$ cat src/rtl/flagalu_pkg.sv
package flagalu_pkg;

  localparam int FLAGS_W = 32;

  localparam int FB_CARRY  = 0;
  localparam int FB_ONE    = 1;
  localparam int FB_PARITY = 2;
  localparam int FB_ZERO3  = 3;
  localparam int FB_NIBBLE = 4;
  localparam int FB_ZERO5  = 5;
  localparam int FB_ZF     = 6;
  localparam int FB_SIGN   = 7;
  localparam int FB_OVF    = 11;

  localparam logic [FLAGS_W-1:0] FLAGS_RESET = 32'h0000_0202;

  typedef enum logic [2:0] {
    OPC_ADD  = 3'd0,
    OPC_SUB  = 3'd1,
    OPC_CMP  = 3'd2,
    OPC_AND  = 3'd3,
    OPC_TEST = 3'd4,
    OPC_INC  = 3'd5
  } opc_e;

  // Even number of ones in the low byte.
  function automatic logic low_byte_even(input logic [7:0] v);
    return ~^v;
  endfunction

  // Carry or borrow across the bit-3/bit-4 boundary, recovered from the operands and the sum.
  function automatic logic nibble_cross(input logic [4:0] a, input logic [4:0] b, input logic [4:0] r);
    logic [4:0] t;
    t = a ^ b ^ r;
    return t[4];
  endfunction

  // Signed overflow from the top bits; for subtraction b is the original subtrahend.
  function automatic logic signed_ovf(input logic sub, input logic a_msb, input logic b_msb, input logic r_msb);
    return ((a_msb ^ b_msb) == sub) && (r_msb != a_msb);
  endfunction

endpackage

$ cat src/rtl/flagalu_addsub.sv
module flagalu_addsub
  import flagalu_pkg::*;
#(
  parameter int WIDTH = 32
) (
  input  logic [WIDTH-1:0] a,
  input  logic [WIDTH-1:0] b,
  input  logic             sub,
  output logic [WIDTH-1:0] sum,
  output logic             carry,
  output logic             aux,
  output logic             ovf
);
  localparam int EXT_W = WIDTH + 1;

  logic [WIDTH-1:0] b_eff;
  logic [EXT_W-1:0] ext_sum;

  assign b_eff   = sub ? ~b : b;
  assign ext_sum = {1'b0, a} + {1'b0, b_eff} + EXT_W'(sub);
  assign sum     = ext_sum[WIDTH-1:0];
  // For subtraction the raw carry is the inverse of the borrow.
  assign carry   = ext_sum[WIDTH] ^ sub;
  assign aux     = nibble_cross(a[4:0], b[4:0], sum[4:0]);
  assign ovf     = signed_ovf(sub, a[WIDTH-1], b[WIDTH-1], sum[WIDTH-1]);
endmodule

$ cat src/rtl/flagalu_merge.sv
module flagalu_merge
  import flagalu_pkg::*;
(
  input  logic [FLAGS_W-1:0] base,
  input  logic               upd,
  input  logic               cf,
  input  logic               pf,
  input  logic               af,
  input  logic               zf,
  input  logic               sf,
  input  logic               of,
  output logic [FLAGS_W-1:0] merged
);
  always_comb begin
    merged = base;
    if (upd) begin
      merged[FB_CARRY]  = cf;
      merged[FB_PARITY] = pf;
      merged[FB_NIBBLE] = af;
      merged[FB_ZF]     = zf;
      merged[FB_SIGN]   = sf;
      merged[FB_OVF]    = of;
    end
    merged[FB_ONE]   = 1'b1;
    merged[FB_ZERO3] = 1'b0;
    merged[FB_ZERO5] = 1'b0;
  end
endmodule

$ cat src/rtl/flagalu_top.sv
module flagalu_top
  import flagalu_pkg::*;
#(
  parameter int WIDTH = 32
) (
  input  logic               clk,
  input  logic               rst_n,
  input  logic               in_valid,
  input  logic [2:0]         op,
  input  logic [WIDTH-1:0]   src_a,
  input  logic [WIDTH-1:0]   src_b,
  input  logic [FLAGS_W-1:0] flags_in,
  output logic               out_valid,
  output logic [WIDTH-1:0]   result,
  output logic               result_we,
  output logic [FLAGS_W-1:0] flags_out
);
  opc_e op_sel;
  logic is_sub, is_inc, is_logic, is_arith, legal, writes;

  assign op_sel   = opc_e'(op);
  assign is_sub   = (op_sel == OPC_SUB) || (op_sel == OPC_CMP);
  assign is_inc   = (op_sel == OPC_INC);
  assign is_logic = (op_sel == OPC_AND) || (op_sel == OPC_TEST);
  assign is_arith = (op_sel == OPC_ADD) || is_sub || is_inc;
  assign legal    = is_arith || is_logic;
  assign writes   = (op_sel == OPC_ADD) || (op_sel == OPC_SUB) ||
                    (op_sel == OPC_AND) || is_inc;

  logic [WIDTH-1:0] addend, as_res, and_res, next_res;
  logic             as_cf, as_af, as_of;

  assign addend = is_inc ? WIDTH'(1) : src_b;

  flagalu_addsub #(.WIDTH(WIDTH)) u_addsub (
    .a(src_a), .b(addend), .sub(is_sub),
    .sum(as_res), .carry(as_cf), .aux(as_af), .ovf(as_of)
  );

  assign and_res  = src_a & src_b;
  assign next_res = is_logic ? and_res : (is_arith ? as_res : '0);

  // Named status events, visible to the checker.
  logic carry_evt, parity_evt, nibble_evt, zero_evt, sign_evt, ovf_evt;
  assign carry_evt  = is_inc ? flags_in[FB_CARRY] : (is_arith & as_cf);
  assign parity_evt = low_byte_even(next_res[7:0]);
  assign nibble_evt = is_arith & as_af;
  assign zero_evt   = (next_res == '0);
  assign sign_evt   = next_res[WIDTH-1];
  assign ovf_evt    = is_arith & as_of;

  logic [FLAGS_W-1:0] next_flags;

  flagalu_merge u_merge (
    .base(flags_in), .upd(legal),
    .cf(carry_evt), .pf(parity_evt), .af(nibble_evt),
    .zf(zero_evt), .sf(sign_evt), .of(ovf_evt),
    .merged(next_flags)
  );

  always_ff @(posedge clk) begin
    if (!rst_n) begin
      out_valid <= 1'b0;
      result_we <= 1'b0;
      result    <= '0;
      flags_out <= FLAGS_RESET;
    end else begin
      out_valid <= in_valid;
      result_we <= in_valid & writes;
      if (in_valid) begin
        result    <= next_res;
        flags_out <= next_flags;
      end
    end
  end
endmodule

$ cat config.mk
export PLATFORM = sky130hd
export DESIGN_NAME = flagalu_top
export DESIGN_NICKNAME = d
export VERILOG_FILES = /design/src/rtl/flagalu_pkg.sv /design/src/rtl/flagalu_addsub.sv /design/src/rtl/flagalu_merge.sv /design/src/rtl/flagalu_top.sv
export SDC_FILE = /design/constraint.sdc
export NUM_CORES = 1
export LEC_CHECK = 0
export ABC_AREA = 1
export CELL_PAD_IN_SITES_DETAIL_PLACEMENT = 2
export CELL_PAD_IN_SITES_GLOBAL_PLACEMENT = 2
export CORE_MARGIN = 3
export CORE_UTILIZATION = 25
export CTS_CLUSTER_SIZE = 25
export DETAILED_ROUTE_END_ITERATION = 6
export PLACE_DENSITY_LB_ADDON = 0.1
export SLEW_MARGIN = 30
export SYNTH_ARGS = -nofsm -noshare
export SYNTH_HDL_FRONTEND = slang
export SYNTH_HIERARCHICAL = 1
export SYNTH_SLANG_ARGS = --single-unit
$ cat constraint.sdc
create_clock -name clk -period 4.8 [get_ports clk]
set_input_delay 0.96 -clock clk [delete_from_list [all_inputs] [get_ports clk]]
set_output_delay 0.96 -clock clk [all_outputs]
set_load 0.02 [all_outputs]
==> summary.md <==
Setup violations remaining at the end of the flow were counted as 0. The flop-to-flop setup slack was 4.06 ns; the total via count in the routed design was 7334. The run gives 5.06 ns as the data required time of the critical path. The worst hold path terminates at flags_out[9]. The tools report the launching point of the worst reg2reg path as result[23]. The count of endpoints failing hold in the final timing report was 0; the number of buffers on the longest clock path was 2.

After clock tree synthesis, the clock-pin slew on the worst setup and hold paths is 0.05 ns. The power density of the placed cells is 303 nW/um^2. Tracing the worst setup path back leads to its startpoint at op[2]. The slew at the pin with the worst max-slew slack is 0.902 ns. The logs give 6 for the Yosys warning count and 0 for the count of unresolved DRC violations after routing. For this design the static power due to leakage is 4.79 nW. Along the worst path, the maximum fanout reaches 6. Final critical delay including setup and external delays: 4.55 ns. The relative slew slack is 39.8%, and the total of max-cap violations is 0. The die covers 26300 sq um. The total overflow left after global routing is 0. The clock drives 66 sinks. The routability-driven placement congestion ratio was 0.823.

Cell at the root of the clock tree: sky130_fd_sc_hd__clkbuf_16. After synthesis, flip-flops and latches occupy 21.6% of the total area. After detailed routing, the number of vias per cell comes to 4.56.

The synthesized area per cell is 5.99 sq um. Initial detailed-routing violation count: 210. The flow ran to the end, and the final reports show no timing, DRC or antenna violations. The post-synthesis cell count was 1019. The tightest min-delay check is of the reg -> reg type.

Master of the slowest instance on the critical path: sky130_fd_sc_hd__clkdlybuf4s50_1. The tools report the clock tree skew after final layout as 0 ns. The worst setup path is captured at a register. Summed over all nets, the half-perimeter wirelength after detailed placement is 21400 um. During placement, the flow inserted port buffers numbering 164. The logs give 25.7% for the initial core utilization and 0 for the initial antenna violation count. For the overall track demand over capacity in global routing, the log shows 19.1%.

The length in cells of the worst reg-to-reg path was 4. The height of the chip is 162 um, and the total number of H-tree levels is 3. Dividing the final minimum period by the clock period gives 94.7%.

The count of pins on the block boundary was 168; the pin count of the biggest net entering global routing was 73. Biggest cell delay along the critical path: 0.51 ns. The worst supply voltage drop on vdd came out at 155 uV. STA classifies the critical path startpoint as a primary input.

Of the cells placed in the final design, the portion with a size suffix greater than 1 is 16.1%. The clock reaches the later pin of the worst-skew pair after 0.33 ns. The cell depth of the worst min-delay path works out to 2. The iteration count of the initial detailed-routing pass was 4; the routed length per placed instance was 16.3 um.

The global-route wire length before repair is 40400 um, and the number of nets in the layout is 1422. The final count of pins violating max slew is 0, and the signed area change from the synthesized netlist to the final layout is 53.3%. The worst hold path begins at flags_out[9]. For the number of global-route vias before repair, the log shows 7729. The run gives 0 as the residual antenna-violating net count after detailed routing. The number of antenna cells inserted is 0. The worst endpoint data arrival time is 4.81 ns. Counting stages on the worst path, the most repeated cell is sky130_fd_sc_hd__nand2_1. On the critical path the largest part of the delay comes from simple AND/OR/NAND/NOR gates.

The combined buffer and inverter count along the critical path works out to 6. The tools report the endpoint of the lowest-slack register-to-register path as result[23]. The flop and latch count out of synthesis is 66, and the placed instance area is 8860 sq um. The number of unique standard cell types used by synthesis is 43. The run gives 6110 sq um as the area of the mapped netlist.

The core region is 23800 sq um. Based on the critical path, the design can be clocked at up to 220 MHz. The die is 162 um wide. The floorplan row count is 56, and the detailed-route wire length is 26100 um. The cell area after layout came out at 9360 sq um. TritonCTS built the clock tree.

The design draws 0.00284 W. The critical path is of the in -> reg type. Buffers inserted during clock tree synthesis total 9.
==> cell families (layout without fill, tap and decap cells) <==
group,Yosys count,in the layout,synth area share [%]
AND/OR/NAND/NOR,493,493,33.4
buffers and inverters,211,479,15.1
AO/OA/AOI/OAI,153,153,13.9
flip-flops,66,66,21.6
XOR/XNOR,58,58,8.32
adder cells (fa/ha/maj),36,36,7.50
other,2,3,0.123
==> per-layer routing <==
layer | global-route usage (%) | up-vias | routed length (um)
met5 | 0 | - | 0
met4 | 3.45 | 0 | 216
met3 | 1.99 | 13 | 780
met2 | 34.3 | 109 | 12700
met1 | 25.0 | 3537 | 12400
li1 | - | 3675 | -
==> worst min-delay path, cell delays in order, from the launching register on <==
cell and delay, ns:
sky130_fd_sc_hd__dfxtp_1 0.33, sky130_fd_sc_hd__nand2_1 0.06, sky130_fd_sc_hd__nand3_1 0.06
==> what timing repair did <==
item | 4_1_cts | 5_1_grt
hold buffers | 0 | 0
gates resized for setup | 1 | 27
endpoints found under the setup margin | 1 | 1
pin swaps | 0 | 7
gates cloned | 0 | 1
setup buffers | 0 | 9
==> area by class of cell <==
cell class | instances | area, sq um
clock buffers | 12 | 236
clock inverters | 3 | 65.1
fillers | 2927 | 14400
inverters | 151 | 567
multi-input cells | 743 | 3950
flip-flops and latches | 66 | 1320
well taps | 319 | 399
repair buffers | 313 | 2830
==> how the worst max path moves through the flow <==
stage / to / slack [ns] / depth (start not counted)
final: flags_out[6] / 0.25 / 28
after CTS: flags_out[6] / 0.04 / 28
after detailed placement: flags_out[6] / -0.32 / 28
after global placement: flags_out[6] / -0.18 / 28
after global routing: flags_out[6] / -0.02 / 30
after floorplan: flags_out[2] / 0.78 / 19
==> flip-flops by register name, indices dropped and copies added (netlist names) <==
register	flops
flags_out	32
result	32
out_valid	1
result_we	1
==> report_power, final <==
part | internal [W] | switching, W
Combinational | 0.000714 | 0.000822
Sequential | 0.000598 | 0.0000246
Clock | 0.000451 | 0.000228
Total | 0.00176 | 0.00107
==> cell usage in the layout, fill, tap and decap left out, types with 2 or more instances in the layout <==
cell                              Yosys  layout
sky130_fd_sc_hd__a21o_1               2       2
sky130_fd_sc_hd__a21oi_1             40      35
sky130_fd_sc_hd__a21oi_2              1       5
sky130_fd_sc_hd__buf_12               0       2
sky130_fd_sc_hd__buf_4               27     141
sky130_fd_sc_hd__buf_6                2       4
sky130_fd_sc_hd__bufinv_16            0       2
sky130_fd_sc_hd__clkbuf_1            20       3
sky130_fd_sc_hd__clkbuf_16            0      10
sky130_fd_sc_hd__clkdlybuf4s50_1      0     161
sky130_fd_sc_hd__clkinv_1             1       2
sky130_fd_sc_hd__conb_1               2       3
sky130_fd_sc_hd__dfxtp_1             66      66
sky130_fd_sc_hd__dlymetal6s2s_1       0       2
sky130_fd_sc_hd__ha_1                35      35
sky130_fd_sc_hd__inv_1              147     145
sky130_fd_sc_hd__inv_2                3       4
sky130_fd_sc_hd__nand2_1            211     208
sky130_fd_sc_hd__nand2_2             11      14
sky130_fd_sc_hd__nand3_1             38      38
sky130_fd_sc_hd__nand3b_1            12      12
sky130_fd_sc_hd__nand4_1              7       7
sky130_fd_sc_hd__nor2_1             196     193
sky130_fd_sc_hd__nor2_2               2       4
sky130_fd_sc_hd__nor3_1               8       6
sky130_fd_sc_hd__nor3_2               2       3
sky130_fd_sc_hd__o2111ai_1            2       2
sky130_fd_sc_hd__o211ai_1             8       8
sky130_fd_sc_hd__o21a_1               4       4
sky130_fd_sc_hd__o21ai_0             82      79
sky130_fd_sc_hd__o21ai_1              4       5
sky130_fd_sc_hd__o21ai_2              2       4
sky130_fd_sc_hd__o21bai_1             3       3
sky130_fd_sc_hd__or2_2                2       2
sky130_fd_sc_hd__xnor2_1              9       8
sky130_fd_sc_hd__xor2_1              49      49
==> synthesized netlist by cell type (all sizes together) <==
cell | instances | share of area, %
nand2 | 222 | 14
nor2 | 198 | 12
inv | 150 | 9.2
o21ai | 88 | 7.3
dfxtp | 66 | 22
xor2 | 49 | 7.0
a21oi | 41 | 3.4
buf | 40 | 4.6
nand3 | 39 | 3.3
ha | 35 | 7.2
clkbuf | 20 | 1.2
nand3b | 12 | 1.5
nor3 | 10 | 0.98
xnor2 | 9 | 1.3
o211ai | 8 | 0.98
nand4 | 7 | 0.72
o21a | 4 | 0.49
o21bai | 4 | 0.55
a21o | 2 | 0.25
conb | 2 | 0.12
nor4 | 2 | 0.31
o2111ai | 2 | 0.29
or2 | 2 | 0.20
a21boi | 1 | 0.18
a31o | 1 | 0.14
a31oi | 1 | 0.10
a32o | 1 | 0.16
and2 | 1 | 0.10
clkinv | 1 | 0.061
fa | 1 | 0.33
==> through the flow <==
stage | setup slack (ns) | util (%) | hold WS (ns) | instances | setup TNS (ns)
finish | 0.253 | 39.4 | 0.473 | 1607 | 0
detailed placement | -0.318 | 37.3 | 0.461 | 1582 | -0.318
floorplan | 0.780 | - | 0.546 | 1020 | 0
global route | -0.0216 | 39.4 | 0.506 | 1607 | -0.0216
global placement | -0.184 | 37.3 | 0.445 | 1582 | -0.184
CTS | 0.0370 | 38.6 | 0.475 | 1597 | 0
Note: power is estimated with default switching activity, not from simulation.
